`src/rtl/bitrun_pkg.sv`:
```
package bitrun_pkg;

  localparam int PKT_W   = 32;
  localparam int SKIP_W  = 8;
  localparam int WIN_W   = 8;
  localparam int MIN_RUN = 4;
  localparam int TBL_D   = 4;

  localparam int NWIN   = (PKT_W - SKIP_W) / WIN_W;
  localparam int POS_W  = $clog2(PKT_W);
  localparam int LEN_W  = $clog2(PKT_W - SKIP_W + 1);
  localparam int CNT_W  = $clog2(TBL_D + 1);
  localparam int IDX_W  = $clog2(TBL_D);
  localparam int OFF_W  = $clog2(WIN_W + 1);
  localparam int WSEL_W = (NWIN > 1) ? $clog2(NWIN) : 1;
  localparam int NEMIT  = 3;

  typedef struct packed {
    logic [POS_W-1:0] start;
    logic [LEN_W-1:0] len;
  } run_rec_t;

  typedef struct packed {
    logic             head_cont;
    logic             inner;
    logic [OFF_W-1:0] head_len;
    logic             mid_ok;
    logic [OFF_W-1:0] mid_off;
    logic [OFF_W-1:0] mid_len;
    logic [OFF_W-1:0] tail_off;
  } win_info_t;

  typedef enum logic [2:0] {
    S_IDLE, S_SCAN, S_FLUSH, S_WRAP, S_DONE
  } ctrl_st_t;

  function automatic logic [POS_W-1:0] window_base(input logic [WSEL_W-1:0] w);
    return POS_W'(SKIP_W) + POS_W'(w) * POS_W'(WIN_W);
  endfunction

  function automatic logic run_keep(input logic [LEN_W-1:0] len);
    return len >= LEN_W'(MIN_RUN);
  endfunction

  // Splits one window into a head segment (possibly joined to an open run),
  // at most one qualifying interior segment, and a tail left open.
  function automatic win_info_t scan_window(input logic [WIN_W-1:0] bits,
                                            input logic prev,
                                            input logic first);
    logic [WIN_W-1:0] brk;
    logic             cut;
    int               cs;
    win_info_t        r;
    r          = '0;
    brk[0]     = first | (bits[0] ^ prev);
    for (int k = 1; k < WIN_W; k++) brk[k] = bits[k] ^ bits[k-1];
    r.head_cont = ~brk[0];
    r.head_len  = OFF_W'(WIN_W);
    cs = 0;
    for (int p = 1; p <= WIN_W; p++) begin
      cut = (p == WIN_W) ? 1'b1 : brk[p % WIN_W];
      if (cut) begin
        if (p < WIN_W) begin
          if (cs == 0) begin
            r.inner    = 1'b1;
            r.head_len = OFF_W'(p);
          end else if (p - cs >= MIN_RUN) begin
            r.mid_ok  = 1'b1;
            r.mid_off = OFF_W'(cs);
            r.mid_len = OFF_W'(p - cs);
          end
          r.tail_off = OFF_W'(p);
        end
        cs = p;
      end
    end
    return r;
  endfunction

endpackage

```
`src/rtl/br_ctrl.sv`:
```
module br_ctrl
  import bitrun_pkg::*;
(
  input  logic              clk,
  input  logic              rst_n,
  input  logic              load_valid,
  output logic              load_ready,
  output logic              accept,
  output logic              scan_fire,
  output logic              flush_fire,
  output logic [WSEL_W-1:0] win_sel,
  output logic              done
);

  ctrl_st_t state;

  assign load_ready = (state == S_IDLE) || (state == S_DONE);
  assign accept     = load_valid && load_ready;
  assign scan_fire  = (state == S_SCAN);
  assign flush_fire = (state == S_FLUSH);
  assign done       = (state == S_DONE);

  always_ff @(posedge clk) begin
    if (!rst_n) begin
      state   <= S_IDLE;
      win_sel <= '0;
    end else begin
      case (state)
        S_IDLE, S_DONE: if (accept) begin
          state   <= S_SCAN;
          win_sel <= '0;
        end
        S_SCAN: begin
          if (win_sel == WSEL_W'(NWIN - 1)) state <= S_FLUSH;
          else win_sel <= win_sel + 1'b1;
        end
        S_FLUSH: state <= S_WRAP;
        S_WRAP:  state <= S_DONE;
        default: state <= S_IDLE;
      endcase
    end
  end


  done_after_flush_chk: assert property (@(posedge clk) disable iff (!rst_n)
    $rose(done) |-> $past(flush_fire, 2));


  done_hold_chk: assert property (@(posedge clk) disable iff (!rst_n)
    (done && !load_valid) |=> done);


  last_window_chk: assert property (@(posedge clk) disable iff (!rst_n)
    (scan_fire && win_sel == WSEL_W'(NWIN - 1)) |=> flush_fire);


  accept_busy_chk: assert property (@(posedge clk) disable iff (!rst_n)
    accept |=> (!load_ready && scan_fire));

endmodule

```
`src/rtl/br_window_scan.sv`:
```
module br_window_scan
  import bitrun_pkg::*;
(
  input  logic [PKT_W-1:0]  pkt,
  input  logic [WSEL_W-1:0] win_sel,
  output win_info_t         info,
  output logic [POS_W-1:0]  base
);

  logic [WIN_W-1:0] bits;
  logic             prev;

  assign base = window_base(win_sel);
  assign bits = pkt[base +: WIN_W];
  assign prev = pkt[base - POS_W'(1)];
  assign info = scan_window(bits, prev, win_sel == '0);

endmodule

```
`src/rtl/br_stapler.sv`:
```
module br_stapler
  import bitrun_pkg::*;
(
  input  logic              clk,
  input  logic              rst_n,
  input  logic              clear,
  input  logic              scan_fire,
  input  logic              flush_fire,
  input  win_info_t         info,
  input  logic [POS_W-1:0]  base,
  input  logic [IDX_W-1:0]  rd_idx,
  output run_rec_t          rd_rec,
  output logic              rd_valid,
  output logic [CNT_W-1:0]  count
);

  run_rec_t         tbl   [TBL_D];
  run_rec_t         tbl_n [TBL_D];
  logic [CNT_W-1:0] cnt, cnt_n;
  logic [POS_W-1:0] open_start, open_start_n;
  logic [LEN_W-1:0] open_len, open_len_n;

  logic [POS_W-1:0] joined_start;
  logic [LEN_W-1:0] joined_len;
  logic             keep_open;
  logic [NEMIT-1:0] emit_vld;
  run_rec_t         emit_rec [NEMIT];

  assign keep_open    = run_keep(open_len);
  assign joined_start = info.head_cont ? open_start : base;
  assign joined_len   = (info.head_cont ? open_len : '0) + LEN_W'(info.head_len);

  always_comb begin
    emit_vld[0] = (scan_fire && !info.head_cont && keep_open) || (flush_fire && keep_open);
    emit_rec[0] = run_rec_t'{start: open_start, len: open_len};
    emit_vld[1] = scan_fire && info.inner && run_keep(joined_len);
    emit_rec[1] = run_rec_t'{start: joined_start, len: joined_len};
    emit_vld[2] = scan_fire && info.inner && info.mid_ok;
    emit_rec[2] = run_rec_t'{start: base + POS_W'(info.mid_off), len: LEN_W'(info.mid_len)};
  end

  always_comb begin
    open_start_n = open_start;
    open_len_n   = open_len;
    if (flush_fire) begin
      open_start_n = '0;
      open_len_n   = '0;
    end else if (scan_fire) begin
      if (info.inner) begin
        open_start_n = base + POS_W'(info.tail_off);
        open_len_n   = LEN_W'(WIN_W) - LEN_W'(info.tail_off);
      end else begin
        open_start_n = joined_start;
        open_len_n   = joined_len;
      end
    end
  end

  always_comb begin
    for (int i = 0; i < TBL_D; i++) tbl_n[i] = tbl[i];
    cnt_n = cnt;
    for (int e = 0; e < NEMIT; e++) begin
      if (emit_vld[e] && cnt_n < CNT_W'(TBL_D)) begin
        tbl_n[cnt_n[IDX_W-1:0]] = emit_rec[e];
        cnt_n = cnt_n + CNT_W'(1);
      end
    end
  end

  always_ff @(posedge clk) begin
    if (!rst_n || clear) begin
      for (int i = 0; i < TBL_D; i++) tbl[i] <= '0;
      cnt        <= '0;
      open_start <= '0;
      open_len   <= '0;
    end else if (scan_fire || flush_fire) begin
      for (int i = 0; i < TBL_D; i++) tbl[i] <= tbl_n[i];
      cnt        <= cnt_n;
      open_start <= open_start_n;
      open_len   <= open_len_n;
    end
  end

  assign count    = cnt;
  assign rd_valid = CNT_W'(rd_idx) < cnt;
  assign rd_rec   = tbl[rd_idx];


  count_cap_chk: assert property (@(posedge clk) disable iff (!rst_n)
    cnt <= CNT_W'(TBL_D));

  generate
    for (genvar g = 0; g < NEMIT; g++) begin : g_emit_chk

      emit_len_chk: assert property (@(posedge clk) disable iff (!rst_n)
        emit_vld[g] |-> (emit_rec[g].len >= LEN_W'(MIN_RUN)));
    end
    for (genvar g = 0; g < TBL_D; g++) begin : g_tbl_chk

      span_chk: assert property (@(posedge clk) disable iff (!rst_n)
        (cnt > CNT_W'(g)) |-> (int'(tbl[g].start) >= SKIP_W &&
                               int'(tbl[g].start) + int'(tbl[g].len) <= PKT_W));

      empty_slot_chk: assert property (@(posedge clk) disable iff (!rst_n)
        (cnt <= CNT_W'(g)) |-> (tbl[g] == '0));
      if (g > 0) begin : g_ord

        order_chk: assert property (@(posedge clk) disable iff (!rst_n)
          (cnt > CNT_W'(g)) |-> (int'(tbl[g].start) >=
                                 int'(tbl[g-1].start) + int'(tbl[g-1].len)));
      end
    end
  endgenerate

endmodule

```
`src/rtl/bitrun_finder.sv`:
```
module bitrun_finder
  import bitrun_pkg::*;
(
  input  logic        clk,
  input  logic        rst_n,
  input  logic        load_valid,
  input  logic [31:0] load_data,
  output logic        load_ready,
  output logic        done,
  input  logic [1:0]  rd_idx,
  output logic        rd_valid,
  output logic [4:0]  rd_start,
  output logic [4:0]  rd_len,
  output logic [2:0]  run_count
);

  logic [PKT_W-1:0]  pkt_q;
  logic              accept, scan_fire, flush_fire;
  logic [WSEL_W-1:0] win_sel;
  win_info_t         info;
  logic [POS_W-1:0]  base;
  run_rec_t          rd_rec;

  always_ff @(posedge clk) begin
    if (!rst_n)      pkt_q <= '0;
    else if (accept) pkt_q <= load_data;
  end

  br_ctrl u_ctrl (
    .clk        (clk),
    .rst_n      (rst_n),
    .load_valid (load_valid),
    .load_ready (load_ready),
    .accept     (accept),
    .scan_fire  (scan_fire),
    .flush_fire (flush_fire),
    .win_sel    (win_sel),
    .done       (done)
  );

  br_window_scan u_win (
    .pkt     (pkt_q),
    .win_sel (win_sel),
    .info    (info),
    .base    (base)
  );

  br_stapler u_staple (
    .clk        (clk),
    .rst_n      (rst_n),
    .clear      (accept),
    .scan_fire  (scan_fire),
    .flush_fire (flush_fire),
    .info       (info),
    .base       (base),
    .rd_idx     (rd_idx),
    .rd_rec     (rd_rec),
    .rd_valid   (rd_valid),
    .count      (run_count)
  );

  assign rd_start = rd_rec.start;
  assign rd_len   = rd_rec.len;


  pkt_hold_chk: assert property (@(posedge clk) disable iff (!rst_n)
    !load_ready |=> $stable(pkt_q));


  reset_idle_chk: assert property (@(posedge clk)
    !rst_n |=> (load_ready && !done && run_count == '0));

endmodule

```
`config.mk`:
```
export PLATFORM = sky130hd
export DESIGN_NAME = bitrun_finder
export DESIGN_NICKNAME = d
export VERILOG_FILES = /design/src/rtl/bitrun_pkg.sv /design/src/rtl/br_ctrl.sv /design/src/rtl/br_window_scan.sv /design/src/rtl/br_stapler.sv /design/src/rtl/bitrun_finder.sv
export SDC_FILE = /design/constraint.sdc
export NUM_CORES = 1
export LEC_CHECK = 0
export ABC_AREA = 1
export BUFFER_PORTS_ARGS = -buffer_cell sky130_fd_sc_hd__buf_2
export CORE_MARGIN = 2
export CORE_UTILIZATION = 40
export DETAILED_ROUTE_END_ITERATION = 7
export PLACE_DENSITY_LB_ADDON = 0.1
export RECOVER_POWER = 50
export SYNTH_ARGS = -nofsm -noshare
export SYNTH_HDL_FRONTEND = slang
export SYNTH_SLANG_ARGS = --single-unit
```
`constraint.sdc`:
```
create_clock -name clk -period 5.1 [get_ports clk]
set_clock_uncertainty 0.1 [all_clocks]
set_input_delay 1.275 -clock clk [delete_from_list [all_inputs] [get_ports clk]]
set_output_delay 1.275 -clock clk [all_outputs]
set_load 0.01 [all_outputs]
```
==> results_dict.tcl <==
set metrics [dict create \
    regArea_um2 2210 \
    drtIter0Drc 589 \
    multi_input_area_um2 4720 \
    routed_wl_um 22700 \
    numCtsBuffers 9 \
    cpPeakStageDelay_ns 0.38 \
    cap_violations 0 \
    overflow 0 \
    root_buffer "clkbuf_16" \
    rows 50 \
    start_kind "register" \
    dp_hpwl_um 15500 \
    synth_area_um2 7510 \
    fin_crit_ns 4.82 \
    cts_tree "yes" \
    synth-main-ff-cell "dfxtp_1" \
    die_h_um 141 \
    clk_path_buf_depth 2 \
    crit_type "register to register" \
    post-synth-top-area-cell "nand2_1" \
    synthTopCellsByArea "nand2_1, edfxtp_1, dfxtp_1" \
    routedWlPerCell_um 15.6 \
    io_buffers 52 \
    crit_top_cell "nand2_1" \
    end_kind "register" \
    ys_warn_count 0 \
    slew_headroom_pct 2.52 \
    via_per_inst 5.12 \
    status "finished, final reports clean" \
    fin_nets 1282 \
    cp_slowest_cell "dfxtp_4" \
    leakagePower_nw 3.97 \
    hold_slack_ns 0.376 \
    clock_latency_ns 0.36 \
    place.gp.congestion 0.815 \
    hold_violations 0 \
    synthArstFlopShare_pct 0 \
    postPlaceCellArea_um2 7970 \
    arrival_ns 4.84 \
    clock-sinks 90 \
    core_area_um2 18600 \
    fill_cells 1973 \
    synth_most_common_cell "nand2_1" \
    grt_use_total_pct 22.5 \
    first_pass_iters 5 \
    initial_core_util_pct 40.4 \
    yosysTopAreaCellShare_pct 18.6 \
    area_growth_pct 13.9 \
    die-area_um2 19900 \
    die_w_um 141 \
    antenna_cells 0 \
    peakVddDrop_uv 229 \
    ant_nets 0 \
    via_count 7465 \
    ys_ff_latch 90 \
    clock.fmax_mhz 208 \
    cellPowerDensity_nw_per_um2 478 \
    synth_cell_types 47 \
    yosys-top-cells-count "nand2_1, nor2_1, o21ai_0, inv_1, a21oi_1" \
    avgSynthCellArea_um2 6.37 \
    critPathRequiredTime_ns 5.12 \
    grt_pass1_vias 6827 \
    hp-class "register to register" \
    cp_max_fo 13 \
    tightest_slew_ns 1.46 \
    ios 53 \
    fin_area_um2 8560 \
    grt_start_max_net_pins 69 \
    layout-drive-gt1-share_pct 14.1 \
    min_period_over_period_pct 94.5 \
    post_synth_inst_count 1179 \
    drc 0 \
    synth_nets 1242 \
    grt_pass1_wl_um 35400 \
    antenna_found_initial 0 \
    setup_viol 0 \
    clkTransAtPathRegs_ns 0.08 \
    htreeDepth 3 \
    yosysSeqAreaShare_pct 29.3 \
    power.total_mw 4.09 \
    cts_hold_repair.buffers 0 \
    slew_viol_final 0 \
    synth_edf_count 40 \
]
-- critical path: cells and delay by family, from the launching register on --
family	cells	cell delay, ns
and+or+nand+nor	17	1.70
AOI/OAI and AO/OA	4	0.44
DFF	1	0.38
buffers and inverters	8	0.76
adders and majority gates	5	1.17
-- cell type report --
cell class              count  share of cell area [%]
multi-input cells         920                    55.2
flip-flops and latches     90                    25.8
repair buffers             85                    7.13
inverters                 113                    5.10
well taps                 234                    3.42
clock buffers               9                    2.63
clock inverters             7                   0.775
-- registers in the layout, indices dropped and copies added, names as in the netlist --
register             cells
u_ctrl.win_sel           2
pkt_q                   32
u_staple.count           3
u_ctrl.state             3
u_staple.tbl            40
u_staple.open_len        5
u_staple.open_start      5
-- layer usage --
layer / track usage, % / routed length (µm)
met3: 3.26 / 1120
met4: 6.11 / 507
met1: 28.6 / 10100
met5: 0 / 0
met2: 40.1 / 11000
-- cells by family (layout without fill, tap and decap cells) --
family,after synthesis,count (layout),synth area share [%]
buffers and inverters,171,214,10.1
xor gates and xnor gates,6,6,0.699
AOI/OAI and AO/OA,224,224,15.8
muxes,20,20,2.66
adders and majority gates,26,26,4.43
DFF,90,90,29.3
and+or+nand+nor,642,644,37.0
-- power by group --
part | internal, mW | switching (mW)
combinational | 0.834 | 1.61
clock | 0.345 | 0.345
sequential | 0.878 | 0.0804
total | 2.06 | 2.03
-- repair_timing --
| action | 4_1_cts | 5_1_grt |
|---|---|---|
| pin swaps | 0 | 6 |
| resized for setup | 1 | 29 |
| setup buffers | 2 | 6 |
| setup endpoints to repair | 4 | 40 |
| cloned | 0 | 4 |
-- cells in the final DEF, fill, tap and decap left out, types with 2 or more instances in the layout --
| master | count |
|---|---|
| or2_1 | 3 |
| clkinv_1 | 3 |
| nor2_2 | 5 |
| buf_12 | 5 |
| a31oi_1 | 2 |
| inv_2 | 10 |
| o22ai_1 | 15 |
| xor2_1 | 3 |
| o21ai_1 | 29 |
| nand4_4 | 8 |
| dfxtp_1 | 48 |
| nor2_8 | 2 |
| mux2i_1 | 20 |
| nand2_4 | 6 |
| xor2_4 | 2 |
| ha_2 | 2 |
| clkbuf_1 | 7 |
| ha_1 | 20 |
| o21ai_0 | 113 |
| nand3_2 | 3 |
| inv_1 | 97 |
| buf_2 | 47 |
| clkinv_4 | 2 |
| nor3_1 | 17 |
| buf_4 | 21 |
| nand3_1 | 29 |
| clkbuf_16 | 11 |
| nor2_1 | 173 |
| nand2_2 | 20 |
| nand2_1 | 366 |
| nand4_1 | 4 |
| ha_4 | 3 |
| inv_6 | 5 |
| nor2_4 | 4 |
| a21oi_1 | 52 |
| o211ai_1 | 4 |
| buf_8 | 2 |
| inv_8 | 2 |
| edfxtp_1 | 40 |
-- path summary, 6_finish.rpt --
kind	cells after the start	startpoint	to	slack (ns)
hold reg to reg	2	pkt_q[18]	pkt_q[18]	0.38
hold / removal	2	pkt_q[18]	pkt_q[18]	0.38
setup reg to reg	34	u_ctrl.win_sel[0]	u_staple.tbl[1][2]	0.28
setup / recovery	34	u_ctrl.win_sel[0]	u_staple.tbl[1][2]	0.28
-- stage by stage --
| step | setup TNS (ns) | setup WS (ns) | instances | utilization [%] |
|---|---|---|---|---|
| after floorplan | 0 | 0.00729 | 1179 | - |
| after global placement | 0 | 0.0322 | 1430 | 42.9 |
| after detailed placement | -0.0304 | -0.0160 | 1430 | 42.9 |
| after CTS | 0 | 0.00137 | 1448 | 44.7 |
| after global routing | -0.0834 | -0.0284 | 1458 | 46.1 |
| final | 0 | 0.282 | 1458 | 46.1 |
No activity file was read; power rests on OpenSTA's default activity.
